`src/rtl/dsr_pkg.sv`:
```
`timescale 1ns/1ps
package dsr_pkg;

  // Framing choice, taken from a static pin.
  typedef enum logic {
    FMT_I2S  = 1'b0,
    FMT_LSBJ = 1'b1
  } fmt_e;

  // One serial bit position: word select and data.
  typedef struct packed {
    logic ws;
    logic sd;
  } line_t;

endpackage

```
`src/rtl/dsr_rst_sync.sv`:
```
`timescale 1ns/1ps
module dsr_rst_sync (
  input  logic clk,
  input  logic rst_n_async,
  output logic rst_n_sync
);

  logic stage1_q;
  logic stage2_q;

  always_ff @(posedge clk or negedge rst_n_async) begin
    if (!rst_n_async) begin
      stage1_q <= 1'b0;
      stage2_q <= 1'b0;
    end else begin
      stage1_q <= 1'b1;
      stage2_q <= stage1_q;
    end
  end

  assign rst_n_sync = stage2_q;

endmodule

```
`src/rtl/dsr_frame_timer.sv`:
```
`timescale 1ns/1ps
module dsr_frame_timer #(
  parameter int CNT_W = 8,
  parameter int PH_W  = 2
) (
  input  logic             clk,
  input  logic             rst_n,
  output logic [CNT_W-1:0] cnt_nxt,
  output logic             frame_last,
  output logic             bit_start,
  output logic             bclk_nxt
);

  logic [CNT_W-1:0] cnt_q;

  // Next state: free-running position within the frame.
  always_comb begin
    cnt_nxt = cnt_q + CNT_W'(1);
  end

  // Reset to the last position, so the first increment opens a frame.
  always_ff @(posedge clk or negedge rst_n) begin
    if (!rst_n) begin
      cnt_q <= '1;
    end else begin
      cnt_q <= cnt_nxt;
    end
  end

  assign frame_last = &cnt_q;
  assign bit_start  = (cnt_nxt[PH_W-1:0] == '0);
  assign bclk_nxt   = cnt_nxt[PH_W-1];

endmodule

```
`src/rtl/dsr_sample_hold.sv`:
```
`timescale 1ns/1ps
module dsr_sample_hold #(
  parameter int SAMPLE_W = 20,
  parameter int CHANNELS = 2
) (
  input  logic                         clk,
  input  logic                         rst_n,
  input  logic                         load,
  input  logic [CHANNELS*SAMPLE_W-1:0] din,
  output logic [CHANNELS*SAMPLE_W-1:0] dout
);

  for (genvar ch = 0; ch < CHANNELS; ch++) begin : g_ch
    logic [SAMPLE_W-1:0] hold_q;
    logic [SAMPLE_W-1:0] hold_d;

    always_comb begin
      hold_d = hold_q;
      if (load) begin
        hold_d = din[ch*SAMPLE_W +: SAMPLE_W];
      end
    end

    always_ff @(posedge clk or negedge rst_n) begin
      if (!rst_n) begin
        hold_q <= '0;
      end else begin
        hold_q <= hold_d;
      end
    end

    assign dout[ch*SAMPLE_W +: SAMPLE_W] = hold_q;
  end

endmodule

```
`src/rtl/dsr_bit_picker.sv`:
```
`timescale 1ns/1ps
module dsr_bit_picker #(
  parameter int SAMPLE_W = 20,
  parameter int SLOT_W   = 32,
  parameter int LSBJ_W   = 16,
  parameter int BIT_W    = 6,
  parameter int LEN_W    = 5
) (
  input  dsr_pkg::fmt_e       fmt,
  input  logic [LEN_W-1:0]    len_eff,
  input  logic [BIT_W-1:0]    bit_idx,
  input  logic [SAMPLE_W-1:0] smp_l,
  input  logic [SAMPLE_W-1:0] smp_r,
  output dsr_pkg::line_t      line
);

  localparam int POS_W    = BIT_W - 1;
  localparam int LSBJ_OFS = SLOT_W - LSBJ_W;

  logic                right_half;
  logic [POS_W-1:0]    pos;
  logic [SAMPLE_W-1:0] smp;
  logic                i2s_bit;
  logic                lsbj_bit;

  always_comb begin
    right_half = bit_idx[BIT_W-1];
    pos        = bit_idx[POS_W-1:0];
    smp        = right_half ? smp_r : smp_l;
  end

  // MSB-first after a one-bit lead, cut off at the configured width.
  always_comb begin
    i2s_bit = 1'b0;
    for (int j = 0; j < SAMPLE_W; j++) begin
      if ((int'(pos) == j + 1) && (j < int'(len_eff))) begin
        i2s_bit = smp[SAMPLE_W-1-j];
      end
    end
  end

  // Top LSBJ_W bits packed against the end of the slot.
  always_comb begin
    lsbj_bit = 1'b0;
    for (int j = 0; j < LSBJ_W; j++) begin
      if (int'(pos) == LSBJ_OFS + j) begin
        lsbj_bit = smp[SAMPLE_W-1-j];
      end
    end
  end

  always_comb begin
    if (fmt == dsr_pkg::FMT_I2S) begin
      line.ws = right_half;
      line.sd = i2s_bit;
    end else begin
      line.ws = ~right_half;
      line.sd = lsbj_bit;
    end
  end

endmodule

```
`src/rtl/dac_serializer.sv`:
```
`timescale 1ns/1ps
module dac_serializer #(
  parameter int SAMPLE_W = 20,
  parameter int I2S_MIN  = 16,
  parameter int I2S_MAX  = 20,
  parameter int LSBJ_W   = 16,
  parameter int SLOT_W   = 32,
  parameter int MCLK_DIV = 4,
  localparam int LEN_W   = $clog2(I2S_MAX + 1)
) (
  input  logic                clk,
  input  logic                rst_n,
  input  logic                fmt_sel,
  input  logic [LEN_W-1:0]    i2s_len,
  input  logic                in_valid,
  output logic                in_ready,
  input  logic [SAMPLE_W-1:0] in_left,
  input  logic [SAMPLE_W-1:0] in_right,
  output logic                bclk,
  output logic                wsel,
  output logic                sdata
);

  localparam int BIT_W = $clog2(2 * SLOT_W);
  localparam int PH_W  = $clog2(MCLK_DIV);
  localparam int CNT_W = BIT_W + PH_W;

  logic                  rst_int_n;
  logic [CNT_W-1:0]      cnt_nxt;
  logic                  frame_last;
  logic                  bit_start;
  logic                  bclk_nxt;
  logic                  load;
  logic [2*SAMPLE_W-1:0] held;
  logic [LEN_W-1:0]      len_eff;
  dsr_pkg::line_t        pick;

  logic bclk_q, bclk_d;
  logic wsel_q, wsel_d;
  logic sdata_q, sdata_d;

  dsr_rst_sync u_rst_sync (
    .clk         (clk),
    .rst_n_async (rst_n),
    .rst_n_sync  (rst_int_n)
  );

  dsr_frame_timer #(
    .CNT_W (CNT_W),
    .PH_W  (PH_W)
  ) u_timer (
    .clk        (clk),
    .rst_n      (rst_int_n),
    .cnt_nxt    (cnt_nxt),
    .frame_last (frame_last),
    .bit_start  (bit_start),
    .bclk_nxt   (bclk_nxt)
  );

  // Handshake: one acceptance slot per frame, at the left boundary.
  assign in_ready = frame_last & rst_int_n;
  assign load     = in_valid & in_ready;

  dsr_sample_hold #(
    .SAMPLE_W (SAMPLE_W),
    .CHANNELS (2)
  ) u_hold (
    .clk   (clk),
    .rst_n (rst_int_n),
    .load  (load),
    .din   ({in_right, in_left}),
    .dout  (held)
  );

  // Width clamp for the I2S framing.
  always_comb begin
    if (i2s_len < LEN_W'(I2S_MIN)) begin
      len_eff = LEN_W'(I2S_MIN);
    end else if (i2s_len > LEN_W'(I2S_MAX)) begin
      len_eff = LEN_W'(I2S_MAX);
    end else begin
      len_eff = i2s_len;
    end
  end

  dsr_bit_picker #(
    .SAMPLE_W (SAMPLE_W),
    .SLOT_W   (SLOT_W),
    .LSBJ_W   (LSBJ_W),
    .BIT_W    (BIT_W),
    .LEN_W    (LEN_W)
  ) u_pick (
    .fmt     (dsr_pkg::fmt_e'(fmt_sel)),
    .len_eff (len_eff),
    .bit_idx (cnt_nxt[CNT_W-1:PH_W]),
    .smp_l   (held[SAMPLE_W-1:0]),
    .smp_r   (held[2*SAMPLE_W-1:SAMPLE_W]),
    .line    (pick)
  );

  // Output stage: the line updates only where the bit clock falls.
  always_comb begin
    bclk_d  = bclk_nxt;
    wsel_d  = wsel_q;
    sdata_d = sdata_q;
    if (bit_start) begin
      wsel_d  = pick.ws;
      sdata_d = pick.sd;
    end
  end

  always_ff @(posedge clk or negedge rst_int_n) begin
    if (!rst_int_n) begin
      bclk_q  <= 1'b0;
      wsel_q  <= 1'b0;
      sdata_q <= 1'b0;
    end else begin
      bclk_q  <= bclk_d;
      wsel_q  <= wsel_d;
      sdata_q <= sdata_d;
    end
  end

  assign bclk  = bclk_q;
  assign wsel  = wsel_q;
  assign sdata = sdata_q;

endmodule

```
`config.mk`:
```
export PLATFORM = sky130hd
export DESIGN_NAME = dac_serializer
export DESIGN_NICKNAME = d
export VERILOG_FILES = /design/src/rtl/dsr_pkg.sv /design/src/rtl/dsr_rst_sync.sv /design/src/rtl/dsr_frame_timer.sv /design/src/rtl/dsr_sample_hold.sv /design/src/rtl/dsr_bit_picker.sv /design/src/rtl/dac_serializer.sv
export SDC_FILE = /design/constraint.sdc
export NUM_CORES = 1
export LEC_CHECK = 0
export ABC_CLOCK_PERIOD_IN_PS = 3300
export CAP_MARGIN = 20
export CORE_ASPECT_RATIO = 0.8
export CORE_UTILIZATION = 40
export CTS_CLUSTER_DIAMETER = 200
export DETAILED_ROUTE_END_ITERATION = 16
export SLEW_MARGIN = 20
export SYNTH_ARGS = -nofsm -noshare
export SYNTH_HDL_FRONTEND = slang
export SYNTH_SLANG_ARGS = --single-unit
```
`constraint.sdc`:
```
create_clock -name clk -period 3.3 [get_ports clk]
set_input_delay 0.99 -clock clk [delete_from_list [all_inputs] [get_ports clk]]
set_output_delay 0.99 -clock clk [all_outputs]
set_load 0.03 [all_outputs]
```
==> flow_summary.ini, run 1 <==
[outcome]
status = finished clean

[sta]
period_share = 0.9517
clock_skew_ns = 0.005356
hold_violations = 0
slew_viol_final = 0
setup-tns-final_ns = 0
rsz0062_at_grt = false
worst_slack_ns = 0.1593
finalCriticalPeriod_ns = 3.141
slew_headroom = 0.5658
fmax_mhz = 318.4
setup_viol = 0
tightest_slew_ns = 0.6512

[logic_synthesis]
synth-seq-cells = 53
synth_xor_area_frac = 0.01455
ys_types = 72
yosys-mux-area-fraction = 0.1459
synth_compound_area_frac = 0.2141
synthesis.area_um2 = 3611
netlist.area_leader.share = 0.3119
synth_top_area_cell = dfrtp_1
yosys_warnings = 0
synth-simple-area-share = 0.1965
syn_inst = 363
synth_common_cells = dfrtp_1 (45), mux2_2 (41), nand2_1 (40), nor3_1 (24), nand2b_1 (21)
ys_seq_area_frac = 0.3701
syn_area_per_cell_um2 = 9.948
synth_area_leaders = dfrtp_1 (31%), mux2_2 (13%), dfstp_2 (5.8%)
synth_most_common_cell = dfrtp_1
synth_fp_nets = 413
synth_edf_count = 0
ys.flop_type = dfrtp_1
async_flop_share = 1.000
synth_top_family_by_area = compound AO/OA/AOI/OAI gates
synth_fa_ha_area_frac = 0.003465

[cts]
cts.sinks = 53
clk_pin_slew_ns = 0.07
cts_hold_buffers = 0
cts_tree = built
worstSkewPairLatency_ns = 0.29
root_buffer = clkbuf_16
cts.repair.resized = 0
htreeDepth = 2
clock_path_buffers = 2
post_cts_buffers = 0
cts_made_buffers = 5

[power]
p_sw_frac = 0.2141
power_density_nw_per_um2 = 295.6
power.net_switching_w = 0.0002752
p_seq_frac = 0.508
comb_power_share = 0.060
power.total_w = 0.001285
p_leak_nw = 1.803
peakVddDrop_mv = 0.2047
internal_power_w = 0.001010
power.share.clock = 0.432

[grt]
antenna_found_initial = 0
use_met2 = 0.3092
overflow = 0
grt_pass1_wl_mm = 15.09
use_met3 = 0.03366
grt_use_met1 = 0.3075
grt_usage = 0.2069
grt_pass1_vias = 2937
busiest_layer = met2
grt_max_degree = 52

[setup_path]
worstPathMaxFanout = 12
end_kind = output pin
reg2reg_depth = 9
cp_data_required_time_ns = 2.31
arrival_ns = 2.15
criticalPathCategory = register to output pin
startpoint_type = register

[placed_design]
hpwlAfterDp_mm = 6.869
dp_slack_ns = 0.4249
portBuffers = 52
dp.cells = 513
gp_congestion = 0.8509
placed_cell_area_um2 = 4190

[flow_run]
maxCapViolCount = 0

[floorplanning]
start_util = 0.4183
die_h_um = 86.98
io_pins = 53
num_rows = 30
die-area_um2 = 9413
core_um2 = 8633
die_width_um = 108.2

[routing]
vias = 3009
drt-wirelength-per-cell_um = 17.55
remaining_drc_errors = 0
ant_nets = 0
firstDrtPassIters = 5
first_iter_violations = 170
drt-total-wl_mm = 9.144
vias_per_cell = 5.775

[final_layout]
final_nets = 458
fin_area_um2 = 4348
instances_no_fill = 521
num_antenna_cells = 0
syn_to_final_growth_pct = 20.41
drive_above_1_share = 0.2494

[worst_hold_path]
hp-class = register to register
holdPathStages = 0
power groups by stage:
stage,clock [W],sequential (W),combinational (W)
after floorplan,0,0.000674,0.00000332
after global placement,0,0.000665,0.0000789
after detailed placement,0,0.000665,0.0000793
after CTS,0.000568,0.000652,0.0000795
after global routing,0.000590,0.000653,0.0000852
final,0.000555,0.000653,0.0000775
worst max-delay path: stages (launching register included):
cell and delay, ns:
dfstp_2 0.68, ha_2 0.30, buf_4 0.20, nand3_2 0.13
nor3_1 0.33, buf_4 0.22
final cells by class:
class	instances	area, um2
Fill cell	813	4285
Multi-Input combinational cell	277	2081
Sequential cell	53	1338
Timing Repair Buffer	64	608.1
Tap cell	112	140.1
Clock buffer	6	138.9
Inverter	7	26.28
Clock inverter	2	16.27
cell usage in the layout, fill, tap and decap left out, types with 13 or more instances in the layout:
master           count
a22oi_1             13
nor2_1              15
mux2_2              41
nor3_1              24
nand2_1             40
dfrtp_1             44
nand2b_1            21
buf_4               13
clkdlybuf4s50_1     51
final timing paths:
check / startpoint / slack (ns) / to
min: u_rst_sync.stage1_q$_DFF_PN0_ / 0.35 / u_rst_sync.rst_n_sync$_DFF_PN0_
max in group asynchronous: rst_n / 2.32 / u_rst_sync.rst_n_sync$_DFF_PN0_
max reg2reg: u_timer.cnt_q[0]$_DFF_PN1_ / 0.48 / sdata$_DFFE_PN0N_
min in group asynchronous: u_rst_sync.rst_n_sync$_DFF_PN0_ / 0.46 / u_hold.g_ch[1].hold_q[15]$_DFFE_PN0P_
min reg2reg: u_rst_sync.stage1_q$_DFF_PN0_ / 0.35 / u_rst_sync.rst_n_sync$_DFF_PN0_
max: u_timer.cnt_q[0]$_DFF_PN1_ / 0.16 / in_ready
state kept, by name, summed over array words and instances, names as in the netlist:
name	cells
sdata	1
u_rst_sync.rst_n_sync	1
wsel	1
u_hold.g_ch.hold_q	40
u_rst_sync.stage1_q	1
u_timer.cnt_q	8
bclk	1
cell families after synthesis:
logic type      Yosys count
fa+ha+maj                 1
xor+xnor                  6
flops                    53
buf+inv                  33
mux                      47
simple gates            130
compound gates           92
other cells               1
per-layer routing:
layer / vias up / wire length (um)
met4: 0 / 99
li1: 1449 / -
met3: 10 / 486
met2: 100 / 4001
met5: - / 0
met1: 1450 / 4557
metrics by stage:
step | util | hold slack (ns)
6_report | 0.5036 | 0.3520
5_1_grt | 0.5036 | 0.3579
4_1_cts | 0.5033 | 0.3559
3_5_place_dp | 0.4854 | 0.3386
3_3_place_gp | 0.4854 | 0.3370
2_1_floorplan | - | 0.3312
Note: power is estimated with default switching activity, not from simulation.
==> run 2, diff against run 1 <==
--- a/config.mk
+++ b/config.mk
@@ -11,7 +11,7 @@
 export CORE_UTILIZATION = 40
 export CTS_CLUSTER_DIAMETER = 200
 export DETAILED_ROUTE_END_ITERATION = 16
-export SLEW_MARGIN = 20
+export SLEW_MARGIN = 10
 export SYNTH_ARGS = -nofsm -noshare
 export SYNTH_HDL_FRONTEND = slang
 export SYNTH_SLANG_ARGS = --single-unit
==> results of run 2 <==
No change in the layout: final DEF, timing and power equal those of run 1.
==> run 3, diff against run 2 <==
--- a/config.mk
+++ b/config.mk
@@ -6,11 +6,13 @@
 export NUM_CORES = 1
 export LEC_CHECK = 0
 export ABC_CLOCK_PERIOD_IN_PS = 3300
-export CAP_MARGIN = 20
+export CAP_MARGIN = 15
 export CORE_ASPECT_RATIO = 0.8
 export CORE_UTILIZATION = 40
+export CTS_BUF_LIST = sky130_fd_sc_hd__clkbuf_2 sky130_fd_sc_hd__clkbuf_4 sky130_fd_sc_hd__clkbuf_8
 export CTS_CLUSTER_DIAMETER = 200
 export DETAILED_ROUTE_END_ITERATION = 16
+export HOLD_SLACK_MARGIN = 0.05
 export SLEW_MARGIN = 10
 export SYNTH_ARGS = -nofsm -noshare
 export SYNTH_HDL_FRONTEND = slang
==> flow_summary.ini, run 3 (same netlist as run 1, synthesis figures left out) <==
[setup_path]
r2r-start = u_timer.cnt_q[0]$_DFF_PN1_
criticalPathCategory = register to output pin
cp_cell_sequence = ha_2 -> buf_4 -> nand3_2 -> nor3_1 -> buf_4
startpoint_type = register
arrival_ns = 2.18
crit_buf_inv = 2
slowest_stage = dfstp_2
cp_data_required_time_ns = 2.31
end_kind = output pin
cp-startpoint = u_timer.cnt_q[0]$_DFF_PN1_
worstPathMaxFanout = 12
crit_top_cell = buf_4
worst_path_largest_cell_delay_ns = 0.68
path_delay_family = flip-flops

[placed_design]
gp_congestion = 0.8509
hpwlAfterDp_mm = 6.869
portBuffers = 52
dp_slack_ns = 0.4249
placed_cell_area_um2 = 4190

[final_layout]
largest_register_ff_count = 40
top_register = u_hold.g_ch.hold_q
drive_above_1_share = 0.2494
final_common_cell = clkdlybuf4s50_1
final_nets = 458
reg_top3 = u_hold.g_ch.hold_q: 40 flops, u_timer.cnt_q: 8 flops
regArea_um2 = 1338
multi_input_area_um2 = 2081
syn_to_final_growth_pct = 18.85
fillers = 818
fin_area_um2 = 4292
final_cell_mix = clkdlybuf4s50_1 (51), dfrtp_1 (44), mux2_2 (41)
num_antenna_cells = 0

[sta]
slew_viol_final = 0
clock_skew_ns = 0.005676
worst_slack_ns = 0.1333
finalCriticalPeriod_ns = 3.167
rsz0062_at_grt = false
hold_violations = 0
fmax_mhz = 315.8
setup-tns-final_ns = 0
period_share = 0.9596
slew_headroom = 0.5660
setup_viol = 0
tightest_slew_ns = 0.6510

[cts]
cts_tree = built
htreeDepth = 2
cts_hold_buffers = 0
post_cts_buffers = 0
cts.sinks = 53
clk_pin_slew_ns = 0.10
clock_path_buffers = 2
worstSkewPairLatency_ns = 0.32
root_buffer = clkbuf_8
cts_made_buffers = 5

[routing]
drt-total-wl_mm = 9.131
ant_nets = 0
drt-wirelength-per-cell_um = 17.53
first_iter_violations = 188
vias_per_cell = 5.775
remaining_drc_errors = 0
firstDrtPassIters = 4
vias = 3009

[floorplanning]
die_h_um = 86.98
num_rows = 30
start_util = 0.4183
die_width_um = 108.2
die-area_um2 = 9413
io_pins = 53
core_um2 = 8633

[power]
power.share.clock = 0.361
p_sw_frac = 0.2318
peakVddDrop_mv = 0.1599
p_leak_nw = 1.777
comb_power_share = 0.068
p_seq_frac = 0.571
power.net_switching_w = 0.0002650
internal_power_w = 0.0008782
power.total_w = 0.001143
power_density_nw_per_um2 = 266.4

[worst_hold_path]
worstHoldStart = u_rst_sync.stage1_q$_DFF_PN0_
hp-class = register to register

[grt]
grt_max_degree = 52
overflow = 0
antenna_found_initial = 0
grt_usage = 0.2090
grt_pass1_vias = 2943
grt_pass1_wl_mm = 15.17

[outcome]
status = finished clean

[flow_run]
maxCapViolCount = 0
-- run 3: cell counts in the layout (fill, tap and decap cells not counted) --
No cell type changed its count.
-- run 3: final timing paths --
kind / endpoint / cells after the start / slack [ns]
min reg2reg: u_rst_sync.rst_n_sync$_DFF_PN0_ / 0 / 0.36
max: in_ready / 5 / 0.13
max in group asynchronous: u_rst_sync.rst_n_sync$_DFF_PN0_ / 1 / 2.36
min: u_rst_sync.rst_n_sync$_DFF_PN0_ / 0 / 0.36
max reg2reg: sdata$_DFFE_PN0N_ / 9 / 0.47
min in group asynchronous: u_hold.g_ch[1].hold_q[15]$_DFFE_PN0P_ / 1 / 0.45
-- run 3: power groups by stage --
stage	Clock (W)	Sequential, W	Combinational (W)
after global routing	0.000450	0.000653	0.0000852
after floorplan	0	0.000674	0.00000332
after detailed placement	0	0.000665	0.0000793
after CTS	0.000422	0.000653	0.0000795
final	0.000413	0.000653	0.0000776
after global placement	0	0.000665	0.0000789
-- run 3: layout make-up --
cell class	instances	area share
Multi-Input combinational cell	277	0.4848
Clock inverter	2	0.003790
Clock buffer	6	0.01924
Inverter	7	0.006122
Tap cell	112	0.03265
Sequential cell	53	0.3117
Timing Repair Buffer	64	0.1417
-- run 3: stage by stage --
| step | hold WS [ns] | util | std cells |
|---|---|---|---|
| 2_1_floorplan | 0.3312 | - | 363 |
| 3_3_place_gp | 0.3370 | 0.4854 | 513 |
| 3_5_place_dp | 0.3386 | 0.4854 | 513 |
| 4_1_cts | 0.3638 | 0.4968 | 521 |
| 5_1_grt | 0.3679 | 0.4971 | 521 |
| 6_report | 0.3595 | 0.4971 | 521 |
-- run 3: metal layers --
metal / share of wire / GRT usage
met1: 0.50 / 0.3104
met2: 0.44 / 0.3115
met3: 0.046 / 0.03291
met5: 0 / 0
met4: 0.011 / 0.05978
-- run 3: what timing repair did --
| item | in CTS | in global routing |
|---|---|---|
| hold endpoints to repair | 0 | 0 |
| gates resized for setup | 0 | 1 |
| endpoints found under the setup margin | 0 | 1 |
